===== src/rtl/stair_adc_pkg.sv =====
package stair_adc_pkg;

    localparam int DEFAULT_BITS = 8;

    typedef enum logic {
        SEQ_IDLE = 1'b0,
        SEQ_RUN  = 1'b1
    } seq_state_t;

    // Per-cycle commands from the sequencer to the datapath
    typedef struct packed {
        logic clear;    // load zero into the code counter
        logic step;     // advance the code counter by one
        logic capture;  // store the current code as the result
        logic ovr;      // the stored result is an overrange outcome
    } seq_ctl_t;

endpackage


===== src/rtl/stair_adc_counter.sv =====
module stair_adc_counter
    import stair_adc_pkg::*;
#(
    parameter int WIDTH = DEFAULT_BITS
) (
    input  logic             clk,
    input  logic             rst,
    input  seq_ctl_t         ctl,
    output logic [WIDTH-1:0] code,
    output logic             at_top
);
    localparam logic [WIDTH-1:0] TOP_CODE = {WIDTH{1'b1}};
    localparam logic [WIDTH-1:0] ONE_CODE = {{(WIDTH-1){1'b0}}, 1'b1};

    always_ff @(posedge clk) begin
        if (rst) begin
            code <= '0;
        end else if (ctl.clear) begin
            code <= '0;
        end else if (ctl.step) begin
            code <= code + ONE_CODE;
        end
    end

    assign at_top = (code == TOP_CODE);
endmodule


===== src/rtl/stair_adc_seq.sv =====
module stair_adc_seq
    import stair_adc_pkg::*;
(
    input  logic     clk,
    input  logic     rst,
    input  logic     start,
    input  logic     cmp_hi,
    input  logic     at_top,
    output seq_ctl_t ctl,
    output logic     busy,
    output logic     done
);
    seq_state_t state_q, state_d;

    always_comb begin
        state_d = state_q;
        ctl     = '0;
        unique case (state_q)
            SEQ_IDLE: begin
                if (start) begin
                    ctl.clear = 1'b1;
                    state_d   = SEQ_RUN;
                end
            end
            SEQ_RUN: begin
                if (!cmp_hi) begin
                    ctl.capture = 1'b1;
                    state_d     = SEQ_IDLE;
                end else if (at_top) begin
                    ctl.capture = 1'b1;
                    ctl.ovr     = 1'b1;
                    state_d     = SEQ_IDLE;
                end else begin
                    ctl.step = 1'b1;
                end
            end
            default: state_d = SEQ_IDLE;
        endcase
    end

    always_ff @(posedge clk) begin
        if (rst) begin
            state_q <= SEQ_IDLE;
            done    <= 1'b0;
        end else begin
            state_q <= state_d;
            done    <= ctl.capture;
        end
    end

    assign busy = (state_q == SEQ_RUN);
endmodule


===== src/rtl/stair_adc_hold.sv =====
module stair_adc_hold
    import stair_adc_pkg::*;
#(
    parameter int WIDTH = DEFAULT_BITS
) (
    input  logic             clk,
    input  logic             rst,
    input  seq_ctl_t         ctl,
    input  logic [WIDTH-1:0] code,
    output logic [WIDTH-1:0] result,
    output logic             overrange
);
    always_ff @(posedge clk) begin
        if (rst) begin
            result    <= '0;
            overrange <= 1'b0;
        end else if (ctl.capture) begin
            result    <= code;
            overrange <= ctl.ovr;
        end
    end
endmodule


===== src/rtl/stair_adc_ctrl.sv =====
module stair_adc_ctrl
    import stair_adc_pkg::*;
#(
    parameter int ADC_BITS = DEFAULT_BITS
) (
    input  logic                clk,
    input  logic                rst,
    input  logic                start,
    input  logic                cmp_hi,
    output logic [ADC_BITS-1:0] dac_code,
    output logic                busy,
    output logic                done,
    output logic [ADC_BITS-1:0] result,
    output logic                overrange
);
    seq_ctl_t ctl;
    logic     at_top;

    stair_adc_seq u_seq (
        .clk    (clk),
        .rst    (rst),
        .start  (start),
        .cmp_hi (cmp_hi),
        .at_top (at_top),
        .ctl    (ctl),
        .busy   (busy),
        .done   (done)
    );

    stair_adc_counter #(.WIDTH(ADC_BITS)) u_counter (
        .clk    (clk),
        .rst    (rst),
        .ctl    (ctl),
        .code   (dac_code),
        .at_top (at_top)
    );

    stair_adc_hold #(.WIDTH(ADC_BITS)) u_hold (
        .clk       (clk),
        .rst       (rst),
        .ctl       (ctl),
        .code      (dac_code),
        .result    (result),
        .overrange (overrange)
    );
endmodule


===== config.mk =====
export PLATFORM = sky130hd
export DESIGN_NAME = stair_adc_ctrl
export DESIGN_NICKNAME = d
export VERILOG_FILES = /design/src/rtl/stair_adc_pkg.sv /design/src/rtl/stair_adc_counter.sv /design/src/rtl/stair_adc_seq.sv /design/src/rtl/stair_adc_hold.sv /design/src/rtl/stair_adc_ctrl.sv
export SDC_FILE = /design/constraint.sdc
export NUM_CORES = 1
export LEC_CHECK = 0
export CORE_MARGIN = 5
export CORE_UTILIZATION = 53
export CTS_BUF_LIST = sky130_fd_sc_hd__clkbuf_2
export CTS_CLUSTER_DIAMETER = 80
export CTS_CLUSTER_SIZE = 24
export DETAILED_ROUTE_END_ITERATION = 10
export GPL_TIMING_DRIVEN = 1
export PLACE_DENSITY = 0.9
export SLEW_MARGIN = 40
export SYNTH_ARGS = -nofsm -noshare
export SYNTH_HDL_FRONTEND = slang
export SYNTH_SLANG_ARGS = --single-unit

===== constraint.sdc =====
create_clock -name clk -period 4.8 [get_ports clk]
set_clock_uncertainty 0.2 [all_clocks]
set_input_delay 0.72 -clock clk [delete_from_list [all_inputs] [get_ports clk]]
set_output_delay 0.72 -clock clk [all_outputs]
set_load 0.01 [all_outputs]

==> metrics <==
hold crit path type=reg -> reg; Final setup viols=0; P_int=188 uW; DP Area=0.00109 mm2; Post-Route WL=1910 um; First DRT Iteration DRCs=17; crit path cell chain=clkdlybuf4s50_1; Hold EP=u_hold.result[6]; GRT overflow=0; simple-gate area share of the yosys netlist=23.1%; Detailed Place HPWL=1460 um; layout cells sized above 1=5.88%; CTS buffer count=3; Min-Delay Path Depth=2; setup ws final=2.40 ns; Ant. Diodes=0; post-cts resize count=0; Clock Sinks=19; area grow syn2layout=23.2%; Max Slew Vio Count=0; CTS tree=yes; Max VDD drop=0.000199 V; first-pass GRT wire length=3340 um; TritonRoute pass-1 iters=4; clk slew on worst S/H paths=0.17 ns; Hold Vio Cnt, Final=0; reg2reg setup slack=2.92 ns; max-cap violation count=0; WL met1=806 um; Clock Path Buffers=2; Die W=51.2 um; largest net degree at the start of global routing=21; Clock Latency Late Sink=0.30 ns; area share of the largest cell type after synthesis=42.2%; Crit path buffers/inverters=1; RSZ-0062 raised after global routing=no; most frequent cell after synthesis=dfxtp_1; startpoint types=flip-flop; Final Cycle Share=49.9%; DR top layer=met4; top cells by count, synth=dfxtp_1 (19), nand2_1 (15), mux2i_1 (10), nand3_1 (7); Sw Share=24.5%; row cnt=14; Post-Synth Adder-Cell Area=1.39%; DR WL/cell=14.1 um; slowest stage cell, crit path=clkdlybuf4s50_1; Hold Worst Slack=0.273 ns; initial antenna violation count=0; Core Util, Final=71.2%; Least-Margin Pin Slew=0.506 ns; Synth cell types=32; fin area=0.00111 mm2; post-synthesis mux area share=11.1%; P_leak=0.364 nW; RR Endpoint=u_hold.result[2]; delay-heaviest family, CP=buffers and inverters; via/cell ratio=5.97; Tot GR Track Use=16.3%; Critical Path RT=3.88 ns; Clk pwr share=26.7%; Comb power frac=8.0%; register area share after synthesis=42.2%; Synth Area in Compound Gates=14.0%; status=finished clean; initial core utilization=57.8%; Root Driver=clkbuf_2; number of enable flip-flop cells after synthesis=0; CP Class=reg -> out; I/O pin count=23; Place WS=2.36 ns; Max Fclk=417 MHz; CTS Hold Bufs=0; Post-route DRC=0; worst reg2reg path depth=4; launching point of the worst reg2reg path=u_counter.code[0]; Post-CTS Setup Bufs=0; core region area=0.00156 mm2; normalized max-slew margin=66.2%; placed insts=131; min Tclk post-route=2.40 ns; nets=125; H-tree depth reported by CTS=1; TNS Setup=0 ns; share of power burned in registers=65.2%; Synth area leaders=dfxtp_1 (42%), mux2i_1 (11%), nand2_1 (6.3%), nand3_1 (3.9%), buf_6 (3.7%); antenna-violating nets left=0; critical path peak fanout=10; met3 wire length=125 um; largest family of logic cells by synthesized area=simple AND/OR/NAND/NOR gates; DIE HEIGHT=51.2 um; PD cells=224 mW/mm2; slowest stage delay, CP=0.61 ns; YS warnings=0; Synth Cell Area=901 um2; CP Capture Type=output port; Synth Instances=100; Design Power=248 uW; ys async rst share=0%; Total Die Area=0.00262 mm2; Top FF cell, synth=dfxtp_1; Worst EP arrival=1.48 ns; min-delay src=u_hold.result[6]; P_sw=60.8 uW; via count of the first global-routing pass=743; xor/xnor share of the synthesized area=0%; Avg Inst Size Synth=9.01 um2; IO buf count=22; RePlAce Congestion=0.861; Yosys top cell by area=dfxtp_1; Post-Syn Nets=105; met2 WL=954 um; FF+latch count, synth=19; Layout Cells excl Fill=135; via count=806
sequential cells by signal, summed over array words and instances (netlist names):
register and count:
u_counter.code 8, u_hold.result 8, u_hold.overrange 1, u_seq.busy 1, u_seq.done 1
worst max-delay path by stage:
stage / from / to / cells past startpoint
finish: u_counter.code[2] / dac_code[2] / 1
floorplan: rst / u_counter.code[2] / 4
global route: u_counter.code[2] / dac_code[2] / 1
CTS: u_seq.busy / busy / 1
global placement: cmp_hi / u_hold.result[2] / 4
detailed placement: rst / u_counter.code[2] / 4
routing by layer:
layer	up-vias	global-route usage [%]
met5	-	0
met4	0	6.55
li1	399	-
met3	4	2.33
met2	37	27.5
met1	366	20.8
final cells by class:
| cell class | instances | area [um2] |
|---|---|---|
| Fill cell | 130 | 449 |
| Clock inverter | 1 | 5.00 |
| Timing Repair Buffer | 22 | 220 |
| Inverter | 6 | 22.5 |
| Clock buffer | 3 | 15.0 |
| Multi-Input combinational cell | 68 | 447 |
| Tap cell | 16 | 20.0 |
| Sequential cell | 19 | 380 |
power by group through the flow:
stage	logic, mW	registers [mW]	clock network [mW]
5_1_grt	0.0218	0.163	0.0768
2_1_floorplan	0.0133	0.165	0
4_1_cts	0.0201	0.162	0.0684
3_5_place_dp	0.0199	0.165	0
3_3_place_gp	0.0194	0.165	0
6_report	0.0200	0.162	0.0664
cell families (layout without fill, tap and decap cells):
logic type / count (synthesis) / in the layout
simple gates: 39 / 39
compound gates: 18 / 18
flops: 19 / 19
fa+ha+maj: 1 / 1
mux: 10 / 10
buf+inv: 13 / 32
placed cells by master, fill, tap and decap left out, types with 2 or more instances in the layout:
master | synthesis | layout
clkdlybuf4s50_1 | 0 | 22
a21oi_1 | 6 | 6
a21o_1 | 2 | 2
dfxtp_1 | 19 | 19
mux2i_1 | 10 | 10
nand2_1 | 15 | 15
clkbuf_2 | 0 | 3
nor4_1 | 2 | 2
inv_1 | 6 | 6
nor3_1 | 2 | 2
a31oi_1 | 2 | 2
nand4_1 | 3 | 3
nand3_1 | 7 | 7
and4_1 | 2 | 2
(Power assumes the default switching activity.)
